<file path="src/rtl/tbm_pkg.sv">
// Shared types for the tuning bus master.
// Assumes: nothing beyond IEEE 1800-2017 enums.
package tbm_pkg;

    // Phases of one serial word plus idle.
    typedef enum logic [2:0] {
        PH_IDLE  = 3'd0,
        PH_GAP   = 3'd1,
        PH_SETUP = 3'd2,
        PH_HIGH  = 3'd3,
        PH_LOW   = 3'd4,
        PH_HOLD  = 3'd5
    } phase_t;

endpackage

</file>
<file path="src/rtl/tbm_pick.sv">
// Lowest-index selector: returns the index of the lowest set bit of a
// pending mask. Assumes callers only use idx when any is high.
module tbm_pick #(
    parameter int N  = 4,
    parameter int IW = 2
) (
    input  logic [N-1:0]  pend,
    output logic [IW-1:0] idx,
    output logic          any
);

    // Scan from the top down so the lowest set bit wins.
    always_comb begin
        idx = '0;
        any = |pend;
        for (int i = N - 1; i >= 0; i--) begin
            if (pend[i]) idx = IW'(i);
        end
    end

endmodule

</file>
<file path="src/rtl/tbm_lanes.sv">
// Per-device word store and data lane driver. Latches every device's word on
// load. It presents the bit chosen by bit_idx, either per lane
// (simultaneous) or from the selected device on all lanes (sequential).
// Assumes bit_idx only changes while the serial clock is low.
module tbm_lanes #(
    parameter int N_DEV   = 4,
    parameter int STATE_W = 5,
    parameter int IW      = 2,
    parameter int FW      = STATE_W + 3,
    parameter int BW      = $clog2(FW)
) (
    input  logic                       clk,
    input  logic                       rst_n,
    input  logic                       load,
    input  logic [N_DEV*STATE_W-1:0]   state_in,
    input  logic [N_DEV-1:0]           stby_in,
    input  logic                       sim,
    input  logic                       active,
    input  logic [IW-1:0]              cur_dev,
    input  logic [BW-1:0]              bit_idx,
    output logic [N_DEV-1:0]           sda
);

    logic [FW-1:0]    word_q [N_DEV];
    logic [N_DEV-1:0] lane_bit;

    for (genvar g = 0; g < N_DEV; g++) begin : g_lane
        // Capture this device's word at request acceptance.
        always_ff @(posedge clk) begin
            if (!rst_n) word_q[g] <= '0;
            else if (load) word_q[g] <= {2'b00, stby_in[g], state_in[g*STATE_W +: STATE_W]};
        end
        // Current bit of this device's word.
        assign lane_bit[g] = word_q[g][bit_idx];
    end

    // Route own bits or the shared bit onto the lanes; quiet when idle.
    always_comb begin
        for (int i = 0; i < N_DEV; i++) begin
            if (!active)  sda[i] = 1'b0;
            else if (sim) sda[i] = lane_bit[i];
            else          sda[i] = lane_bit[cur_dev];
        end
    end

endmodule

</file>
<file path="src/rtl/tbm_seq.sv">
// Word sequencer: walks gap, setup, eight clock periods and hold for each
// device to be served, and drives the serial clock, enables and busy.
// Assumes request fields and cfg_div are valid in the accept cycle only.
module tbm_seq
    import tbm_pkg::*;
#(
    parameter int N_DEV = 4,
    parameter int DIV_W = 4,
    parameter int IW    = 2,
    parameter int FW    = 8,
    parameter int BW    = $clog2(FW)
) (
    input  logic             clk,
    input  logic             rst_n,
    input  logic             req_valid,
    input  logic             req_sim,
    input  logic [N_DEV-1:0] req_mask,
    input  logic [DIV_W-1:0] cfg_div,
    output logic             accept,
    output logic             sim_q,
    output logic             framing,
    output logic [IW-1:0]    cur_dev,
    output logic [BW-1:0]    bit_idx,
    output logic             sclk,
    output logic [N_DEV-1:0] sen,
    output logic             busy
);

    localparam int CW = DIV_W + 1;

    phase_t           phase;
    logic [CW-1:0]    cnt;
    logic [DIV_W-1:0] div_q;
    logic [N_DEV-1:0] pend_q;
    logic [N_DEV-1:0] sel_hot;
    logic [N_DEV-1:0] pend_left;
    logic [DIV_W-1:0] div_in;
    logic [CW-1:0]    half_len;
    logic [CW-1:0]    gap_len;
    logic [CW-1:0]    gap_len_in;
    logic             pend_any;

    tbm_pick #(.N(N_DEV), .IW(IW)) u_pick (
        .pend (pend_q),
        .idx  (cur_dev),
        .any  (pend_any)
    );

    // Derive lengths and the remaining-device mask for the current word.
    always_comb begin
        div_in     = (cfg_div == '0) ? DIV_W'(1) : cfg_div;
        half_len   = {1'b0, div_q} - CW'(1);
        gap_len    = {div_q, 1'b0} - CW'(1);
        gap_len_in = {div_in, 1'b0} - CW'(1);
        sel_hot    = N_DEV'(1) << cur_dev;
        pend_left  = sim_q ? '0 : (pend_q & ~sel_hot);
        accept     = (phase == PH_IDLE) && req_valid && (req_sim || (|req_mask));
    end

    // Phase machine and per-phase cycle counting.
    always_ff @(posedge clk) begin
        if (!rst_n) begin
            phase   <= PH_IDLE;
            cnt     <= '0;
            bit_idx <= '0;
            pend_q  <= '0;
            sim_q   <= 1'b0;
            div_q   <= DIV_W'(1);
        end else begin
            case (phase)
                PH_IDLE: begin
                    if (accept) begin
                        phase  <= PH_GAP;
                        cnt    <= gap_len_in;
                        div_q  <= div_in;
                        sim_q  <= req_sim;
                        pend_q <= req_sim ? '1 : req_mask;
                    end
                end
                PH_GAP: begin
                    if (cnt == '0) begin
                        phase   <= PH_SETUP;
                        cnt     <= half_len;
                        bit_idx <= BW'(FW - 1);
                    end else cnt <= cnt - CW'(1);
                end
                PH_SETUP: begin
                    if (cnt == '0) begin
                        phase <= PH_HIGH;
                        cnt   <= half_len;
                    end else cnt <= cnt - CW'(1);
                end
                PH_HIGH: begin
                    if (cnt == '0) begin
                        cnt <= half_len;
                        if (bit_idx == '0) phase <= PH_HOLD;
                        else begin
                            phase   <= PH_LOW;
                            bit_idx <= bit_idx - BW'(1);
                        end
                    end else cnt <= cnt - CW'(1);
                end
                PH_LOW: begin
                    if (cnt == '0) begin
                        phase <= PH_HIGH;
                        cnt   <= half_len;
                    end else cnt <= cnt - CW'(1);
                end
                PH_HOLD: begin
                    if (cnt == '0) begin
                        pend_q <= pend_left;
                        if (|pend_left) begin
                            phase <= PH_GAP;
                            cnt   <= gap_len;
                        end else phase <= PH_IDLE;
                    end else cnt <= cnt - CW'(1);
                end
                default: phase <= PH_IDLE;
            endcase
        end
    end

    // Decode the serial clock, enables and busy from the phase.
    always_comb begin
        framing = (phase == PH_SETUP) || (phase == PH_HIGH) ||
                  (phase == PH_LOW)   || (phase == PH_HOLD);
        sclk    = (phase == PH_HIGH);
        busy    = (phase != PH_IDLE);
        if (!framing)   sen = '0;
        else if (sim_q) sen = '1;
        else            sen = sel_hot;
    end

    // nothing toggles on the bus while idle.
    p_quiet_idle_r8: assert property (@(posedge clk) disable iff (!rst_n)
        !busy |-> (sen == '0 && !sclk));
    // a request while busy leaves the latched mode untouched.
    p_ignore_busy_r8: assert property (@(posedge clk) disable iff (!rst_n)
        (busy && $past(busy)) |-> $stable(sim_q));
    // sequential mode never enables two devices together.
    p_one_enable_r6: assert property (@(posedge clk) disable iff (!rst_n)
        !sim_q |-> $onehot0(sen));
    // simultaneous mode moves every enable as one.
    p_common_enable_r7: assert property (@(posedge clk) disable iff (!rst_n)
        (sim_q && (|sen)) |-> (&sen));
    // the serial clock only runs inside an enable window.
    p_clock_in_window_r4: assert property (@(posedge clk) disable iff (!rst_n)
        sclk |-> (|sen));
    // enables only change while the serial clock is low.
    p_enable_edge_low_r4: assert property (@(posedge clk) disable iff (!rst_n)
        ($rose(|sen) || $fell(|sen)) |-> (!sclk && !$past(sclk)));
    // an empty sequential request is never accepted.
    p_empty_mask_r9: assert property (@(posedge clk) disable iff (!rst_n)
        (!busy && req_valid && !req_sim && req_mask == '0) |=> !busy);

endmodule

</file>
<file path="src/rtl/tune_bus_master.sv">
// Top of the tuning bus master: joins the sequencer with the per-device
// lane driver. Assumes a single clock and synchronous active-low reset.
module tune_bus_master #(
    parameter int N_DEV   = 4,
    parameter int STATE_W = 5,
    parameter int DIV_W   = 4
) (
    input  logic                     clk,
    input  logic                     rst_n,
    input  logic                     req_valid,
    input  logic                     req_sim,
    input  logic [N_DEV-1:0]         req_mask,
    input  logic [N_DEV*STATE_W-1:0] req_state,
    input  logic [N_DEV-1:0]         req_stby,
    input  logic [DIV_W-1:0]         cfg_div,
    output logic                     busy,
    output logic                     sclk,
    output logic [N_DEV-1:0]         sda,
    output logic [N_DEV-1:0]         sen
);

    localparam int IW = (N_DEV > 1) ? $clog2(N_DEV) : 1;
    localparam int FW = STATE_W + 3;
    localparam int BW = $clog2(FW);

    logic          accept;
    logic          sim_q;
    logic          framing;
    logic [IW-1:0] cur_dev;
    logic [BW-1:0] bit_idx;

    tbm_seq #(.N_DEV(N_DEV), .DIV_W(DIV_W), .IW(IW), .FW(FW), .BW(BW)) u_seq (
        .clk       (clk),
        .rst_n     (rst_n),
        .req_valid (req_valid),
        .req_sim   (req_sim),
        .req_mask  (req_mask),
        .cfg_div   (cfg_div),
        .accept    (accept),
        .sim_q     (sim_q),
        .framing   (framing),
        .cur_dev   (cur_dev),
        .bit_idx   (bit_idx),
        .sclk      (sclk),
        .sen       (sen),
        .busy      (busy)
    );

    tbm_lanes #(.N_DEV(N_DEV), .STATE_W(STATE_W), .IW(IW), .FW(FW), .BW(BW)) u_lanes (
        .clk      (clk),
        .rst_n    (rst_n),
        .load     (accept),
        .state_in (req_state),
        .stby_in  (req_stby),
        .sim      (sim_q),
        .active   (framing),
        .cur_dev  (cur_dev),
        .bit_idx  (bit_idx),
        .sda      (sda)
    );

    // data lanes hold still across a high clock phase.
    p_data_stable_r2: assert property (@(posedge clk) disable iff (!rst_n)
        (sclk && $past(sclk)) |-> $stable(sda));
    // sequential mode puts one shared bit on every lane.
    p_shared_lane_r6: assert property (@(posedge clk) disable iff (!rst_n)
        (!sim_q && (|sen)) |-> (sda == '0 || sda == '1));

endmodule

</file>
<file path="config.mk">
export PLATFORM = sky130hd
export DESIGN_NAME = tune_bus_master
export DESIGN_NICKNAME = d
export VERILOG_FILES = /design/src/rtl/tbm_pkg.sv /design/src/rtl/tbm_pick.sv /design/src/rtl/tbm_lanes.sv /design/src/rtl/tbm_seq.sv /design/src/rtl/tune_bus_master.sv
export SDC_FILE = /design/constraint.sdc
export NUM_CORES = 1
export LEC_CHECK = 0
export BUFFER_PORTS_ARGS = -buffer_cell sky130_fd_sc_hd__buf_2
export CELL_PAD_IN_SITES_DETAIL_PLACEMENT = 0
export CELL_PAD_IN_SITES_GLOBAL_PLACEMENT = 1
export CORE_ASPECT_RATIO = 1.2
export CORE_MARGIN = 4
export CORE_UTILIZATION = 46
export DETAILED_ROUTE_END_ITERATION = 12
export PLACE_DENSITY_LB_ADDON = 0.1
export SYNTH_ARGS = -nofsm -noshare
export SYNTH_HDL_FRONTEND = slang
export SYNTH_SLANG_ARGS = --single-unit
</file>
<file path="constraint.sdc">
create_clock -name clk -period 3.6 [get_ports clk]
set_input_delay 0.72 -clock clk [delete_from_list [all_inputs] [get_ports clk]]
set_output_delay 0.72 -clock clk [all_outputs]
set_load 0.01 [all_outputs]
</file>
==> flow_summary.toml, run 1 <==
[status]
status = "finished, final reports clean"

[clock_network]
cts_sinks = 44
cts_setup_buffers = 0
clk_path_buf_depth = 2
insertion_delay_ns = 0.30
h-tree-depth = 2
ctsResizeCount = 0
cts_hold_buf = 0
cts_tree = "done"
cts.clk_slew.worst_paths_ns = 0.09
root_buffer = "clkbuf_8"
numCtsBuffers = 5

[timing]
fmaxAchievable_mhz = 311.8
skew_ns = 0.008475
fin_setup_tns_ns = 0
setup_viol = 0
worst_slew_pin_slew_ns = 0.7552
slew_violations = 0
finalHoldViolCount = 0
rsz0062_at_grt = "false"
finalWorstSetupSlack_ns = 0.3930
min_period_ns = 3.207
fin_crit_sh = 0.8908
slew_headroom = 0.4959
fin_hold_ws_ns = 0.4841

[synth]
synth_ff_type = "edfxtp_1"
synth.area.top_cells = "edfxtp_1 (28%), dfxtp_1 (15%), and3_1 (5.8%), a21oi_1 (4.6%), mux2_2 (4.4%)"
ys_async_sr_fraction = 0
ys_seq_area_frac = 0.4339
synth_area_per_cell_um2 = 9.499
ys_ff_latch = 44
synthTopCellsByCount = "a21oi_1 (24), and3_1 (24), edfxtp_1 (24), nor2_1 (24), dfxtp_1 (20)"
synth-edff-count = 24
netlist_area_mm2 = 0.002584
syn_nets = 313
synth_top_area_cell = "edfxtp_1"
yosysUniqueCellTypes = 55
syn_inst = 272
yosysWarningCount = 0
synth_top_area_frac = 0.2789

[worst_setup_path]
worstPathArrival_ns = 2.49
cp-start-kind = "register"
cpPeakStageDelay_ns = 0.60
r2r_slack_ns = 1.35
critPathTopFamily = "compound AO/OA/AOI/OAI gates"
end_kind = "primary output"
reg2reg_depth = 7
crit_buf_inv = 1
r2r_end = "u_seq.cnt[4]"
path_max_fanout = 10
crit_chain = "mux2_2, a222oi_1, o22ai_1, o31ai_4, a21oi_1, buf_2"
cp_slowest_cell = "dfxtp_1"
critical_path_required_ns = 2.88
reg2reg_from = "u_seq.cnt[0]"
path_class = "register to primary output"

[power_and_ir_drop]
p_leak_nw = 1.255
power-per-cell-area_mw_per_mm2 = 730.1
peakVddDrop_mv = 0.3069
total_power_w = 0.002140

[min_path]
hold_end = "u_seq.div_q[3]"
hp-start = "u_seq.div_q[3]"
hold_depth = 2
hold_class = "register to register"

[routing]
vias = 2194
drc = 0
viasPerCell = 5.914
drt_wl_total_um = 5943
dr.pass1.iters = 5
drtAntennaViolNets = 0
first_iter_violations = 174
routedWlPerCell_um = 16.02

[cells_and_area]
n_antenna_cell = 0
final_util = 0.5459
final_nets = 349
drive_above_1_share = 0.2330
area_growth_pct = 13.46

[place]
port_buffers = 45
pre_cts_ws_ns = 0.7521
place_congestion = 0.8357
hpwl_um = 4327

[global_routing]
grt_overflow = 0
grt_max_degree = 34
use_met1 = 0.2366
grt_use_total = 0.1749
use_met3 = 0.03300
grt_pass1_wl_um = 9777
top_usage_layer = "met2"
use_met2 = 0.2786
grt_pass1_vias = 1991
antenna_found_initial = 0

[flow_run]
maxCapViolations = 0

[floorplanning]
rows = 29
die_h_um = 90.10
start_util = 0.4811
fp.coreArea_mm2 = 0.005370
die_w_um = 76.42
die_area_mm2 = 0.006885
pin_count = 46
## cells by family (layout without fill, tap and decap cells)
kind of cell | count (synthesis) | after routing | synth area share
adders and majority gates | 5 | 5 | 0.02421
AOI/OAI and AO/OA | 74 | 74 | 0.1908
buffers and inverters | 30 | 67 | 0.05036
xor gates and xnor gates | 6 | 6 | 0.02034
DFF | 44 | 44 | 0.4339
and+or+nand+nor | 100 | 100 | 0.2203
muxes | 13 | 13 | 0.06005
## how the worst max path moves through the flow
stage,to,start,cells after the start
2_1_floorplan,sda[0],u_seq.bit_idx[0],6
3_3_place_gp,sda[2],u_seq.bit_idx[0],6
3_5_place_dp,sda[1],u_seq.bit_idx[0],6
4_1_cts,sda[1],u_seq.bit_idx[0],6
5_1_grt,sda[1],u_seq.bit_idx[0],6
6_report,sda[1],u_seq.bit_idx[0],6
## sequential cells by signal (all words and copies together), names as in the netlist
signal,count
u_seq.phase,3
u_seq.cnt,5
u_seq.bit_idx,3
u_seq.pend_q,4
u_seq.div_q,4
u_seq.sim_q,1
u_lanes.word_q,24
## layout by cell type (no fill, tap or decap), types with 2 or more instances in the layout
| cell type | n |
|---|---|
| and3b_1 | 2 |
| edfxtp_1 | 24 |
| a21oi_1 | 24 |
| xnor2_1 | 3 |
| nor4_1 | 3 |
| nor2b_1 | 3 |
| inv_1 | 12 |
| o21ai_0 | 11 |
| nand2_1 | 18 |
| a211oi_1 | 3 |
| clkbuf_8 | 5 |
| a31oi_1 | 7 |
| o211ai_1 | 4 |
| and3_1 | 24 |
| nor3_1 | 7 |
| a22oi_1 | 2 |
| nand3_1 | 4 |
| buf_4 | 2 |
| nor2_1 | 24 |
| buf_2 | 45 |
| o21a_1 | 3 |
| a222oi_1 | 2 |
| mux2_2 | 10 |
| dfxtp_1 | 20 |
| ha_1 | 5 |
| nor4b_4 | 2 |
| o31ai_1 | 4 |
| xor2_1 | 3 |
| or4_1 | 4 |
| mux2i_1 | 2 |
## where the power goes
| group | total [W] | switching, W | internal (W) |
|---|---|---|---|
| registers | 0.000849 | 0.000166 | 0.000683 |
| clock network | 0.000388 | 0.000179 | 0.000209 |
| logic | 0.000903 | 0.000508 | 0.000395 |
## cell type report
class,instances,area [µm²]
clock buffer,5,68.82
clock inverter,3,46.29
fill,520,2439
inverter,12,45.04
multi-input combinational,198,1333
sequential,44,1121
tap,62,77.57
timing repair buffer,47,240.2
## stage by stage
stage / instances / cell area, µm²
detailed placement: 363 / 2816
CTS: 371 / 2932
global route: 371 / 2932
global placement: 363 / 2816
floorplan: 272 / 2584
finish: 371 / 2932
## metal layers
| layer | wire, µm | vias to the layer above |
|---|---|---|
| li1 | - | 1097 |
| met1 | 2686 | 1039 |
| met2 | 2951 | 52 |
| met3 | 227 | 6 |
| met4 | 78 | 0 |
| met5 | 0 | - |
## worst register-to-register path: stages, from the launching register on
cell	delay, ns
dfxtp_1	0.32
inv_1	0.09
ha_1	0.27
nor4b_4	0.47
nand2_1	0.20
nor3b_1	0.51
o31ai_1	0.16
a21oi_1	0.16
Note: power is estimated with default switching activity, not from simulation.
==> inputs of run 2 (changes only) <==
--- a/config.mk
+++ b/config.mk
@@ -10,7 +10,7 @@
 export CELL_PAD_IN_SITES_GLOBAL_PLACEMENT = 1
 export CORE_ASPECT_RATIO = 1.2
 export CORE_MARGIN = 4
-export CORE_UTILIZATION = 46
+export CORE_UTILIZATION = 43
 export DETAILED_ROUTE_END_ITERATION = 12
 export PLACE_DENSITY_LB_ADDON = 0.1
 export SYNTH_ARGS = -nofsm -noshare
==> constraint.sdc (replaced) <==
create_clock -name clk -period 3.3 [get_ports clk]
set_input_delay 0.66 -clock clk [delete_from_list [all_inputs] [get_ports clk]]
set_output_delay 0.66 -clock clk [all_outputs]
set_load 0.01 [all_outputs]
==> flow_summary.toml, run 2 (synthesized netlist as in run 1, its figures left out) <==
[flow_run]
maxCapViolations = 0

[global_routing]
grt_overflow = 0
antenna_found_initial = 0
grt_pass1_vias = 2067
grt_max_degree = 34
grt_use_total = 0.1841
grt_pass1_wl_um = 10460

[clock_network]
h-tree-depth = 2
cts_tree = "done"
cts_hold_buf = 0
clk_path_buf_depth = 2
cts_sinks = 44
cts_setup_buffers = 0
numCtsBuffers = 5
cts.clk_slew.worst_paths_ns = 0.08
root_buffer = "clkbuf_8"
ctsResizeCount = 0
insertion_delay_ns = 0.30

[cells_and_area]
final_common_cell = "buf_2"
n_antenna_cell = 0
final_nets = 352
largest_reg_flops = 24
layout_common_cells = "buf_2 (45), nor2_1 (24), a21oi_1 (24), and3_1 (24), edfxtp_1 (24)"
reg_top3 = "u_lanes.word_q x24, u_seq.cnt x5"
drive_above_1_share = 0.2372
regMostFlops = "u_lanes.word_q"
area_growth_pct = 15.06
fin_cells = 392

[power_and_ir_drop]
peakVddDrop_mv = 0.4318
internal_power_w = 0.001416
switching_power_w = 0.0009272
p_leak_nw = 1.272
power_frac_comb = 0.450
p_sw_frac = 0.3957
seqPwrFrac = 0.375
power-per-cell-area_mw_per_mm2 = 788.1
p_clk_frac = 0.175
total_power_w = 0.002343

[worst_setup_path]
end_kind = "primary output"
critical_path_required_ns = 2.64
path_class = "register to primary output"
worstPathArrival_ns = 2.40
reg2reg_depth = 7
path_max_fanout = 10
cp-start-kind = "register"

[min_path]
hold_depth = 2
hold_class = "register to register"

[timing]
finalHoldViolCount = 0
fmaxAchievable_mhz = 326.3
fin_setup_tns_ns = 0
fin_crit_sh = 0.9286
setup_viol = 0
worst_slew_pin_slew_ns = 0.7542
min_period_ns = 3.064
slew_violations = 0
rsz0062_at_grt = "false"
slew_headroom = 0.4972
fin_hold_ws_ns = 0.4930
skew_ns = 0.005277

[routing]
drt_wl_total_um = 6467
first_iter_violations = 190
routedWlPerCell_um = 16.50
drtAntennaViolNets = 0
vias = 2227
drc = 0
dr.pass1.iters = 5
viasPerCell = 5.681

[floorplanning]
start_util = 0.4499
fp.coreArea_mm2 = 0.005743
die_w_um = 78.76
die_area_mm2 = 0.007318
die_h_um = 92.92
pin_count = 46
rows = 30

[place]
port_buffers = 45
hpwl_um = 4717
post-place-cells = 384
place_congestion = 0.8537

[status]
status = "finished, final reports clean"
[run 2: cell types whose count changed in the layout (fill, tap and decap cells not counted), sizes merged]
cell / previous run / this run
buf: 47 / 50
inv: 13 / 12
clkinvlp: 1 / 0
clkinv: 0 / 2
[run 2: worst paths after layout]
kind	startpoint	end	slack, ns
min reg2reg	u_seq.div_q[3]	u_seq.div_q[3]	0.49
min	u_seq.div_q[3]	u_seq.div_q[3]	0.49
max	u_seq.bit_idx[0]	sda[0]	0.24
max reg2reg	u_seq.cnt[0]	u_seq.cnt[1]	1.09
[run 2: metal layers]
metal,GRT usage,vias to the layer above,part of all wire
li1,-,1103,-
met1,0.2192,1061,0.42
met2,0.3237,50,0.52
met3,0.03210,13,0.032
met4,0.07580,0,0.028
met5,0,-,0
[run 2: power by group through the flow]
| stage | clock, W | combinational, W | sequential (W) |
|---|---|---|---|
| 6_report | 0.000411 | 0.00105 | 0.000879 |
| 3_3_place_gp | 0 | 0.00104 | 0.000894 |
| 3_5_place_dp | 0 | 0.00105 | 0.000894 |
| 2_1_floorplan | 0 | 0.000864 | 0.000820 |
| 4_1_cts | 0.000417 | 0.00106 | 0.000881 |
| 5_1_grt | 0.000448 | 0.00118 | 0.000902 |
[run 2: final cells by class]
| class | instances | area [µm²] |
|---|---|---|
| Timing Repair Buffer | 50 | 262.8 |
| Inverter | 12 | 45.04 |
| Multi-Input combinational cell | 198 | 1333 |
| Clock buffer | 5 | 68.82 |
| Fill cell | 563 | 2770 |
| Tap cell | 80 | 100.1 |
| Sequential cell | 44 | 1121 |
| Clock inverter | 3 | 42.54 |
[run 2: critical path, cell delays in order (launching register included)]
cell,delay (ns)
dfxtp_1,0.57
mux4_2,0.54
or2_1,0.24
a31o_1,0.25
o31ai_4,0.29
a31oi_1,0.07
buf_2,0.16
[run 2: metrics by stage]
| step | utilization | worst slack (ns) | area (µm²) |
|---|---|---|---|
| after floorplan | - | 0.8883 | 2584 |
| after global placement | 0.4983 | 0.6008 | 2861 |
| after detailed placement | 0.4983 | 0.5653 | 2861 |
| after CTS | 0.5176 | 0.2294 | 2973 |
| after global routing | 0.5176 | 0.05259 | 2973 |
| final | 0.5176 | 0.2357 | 2973 |
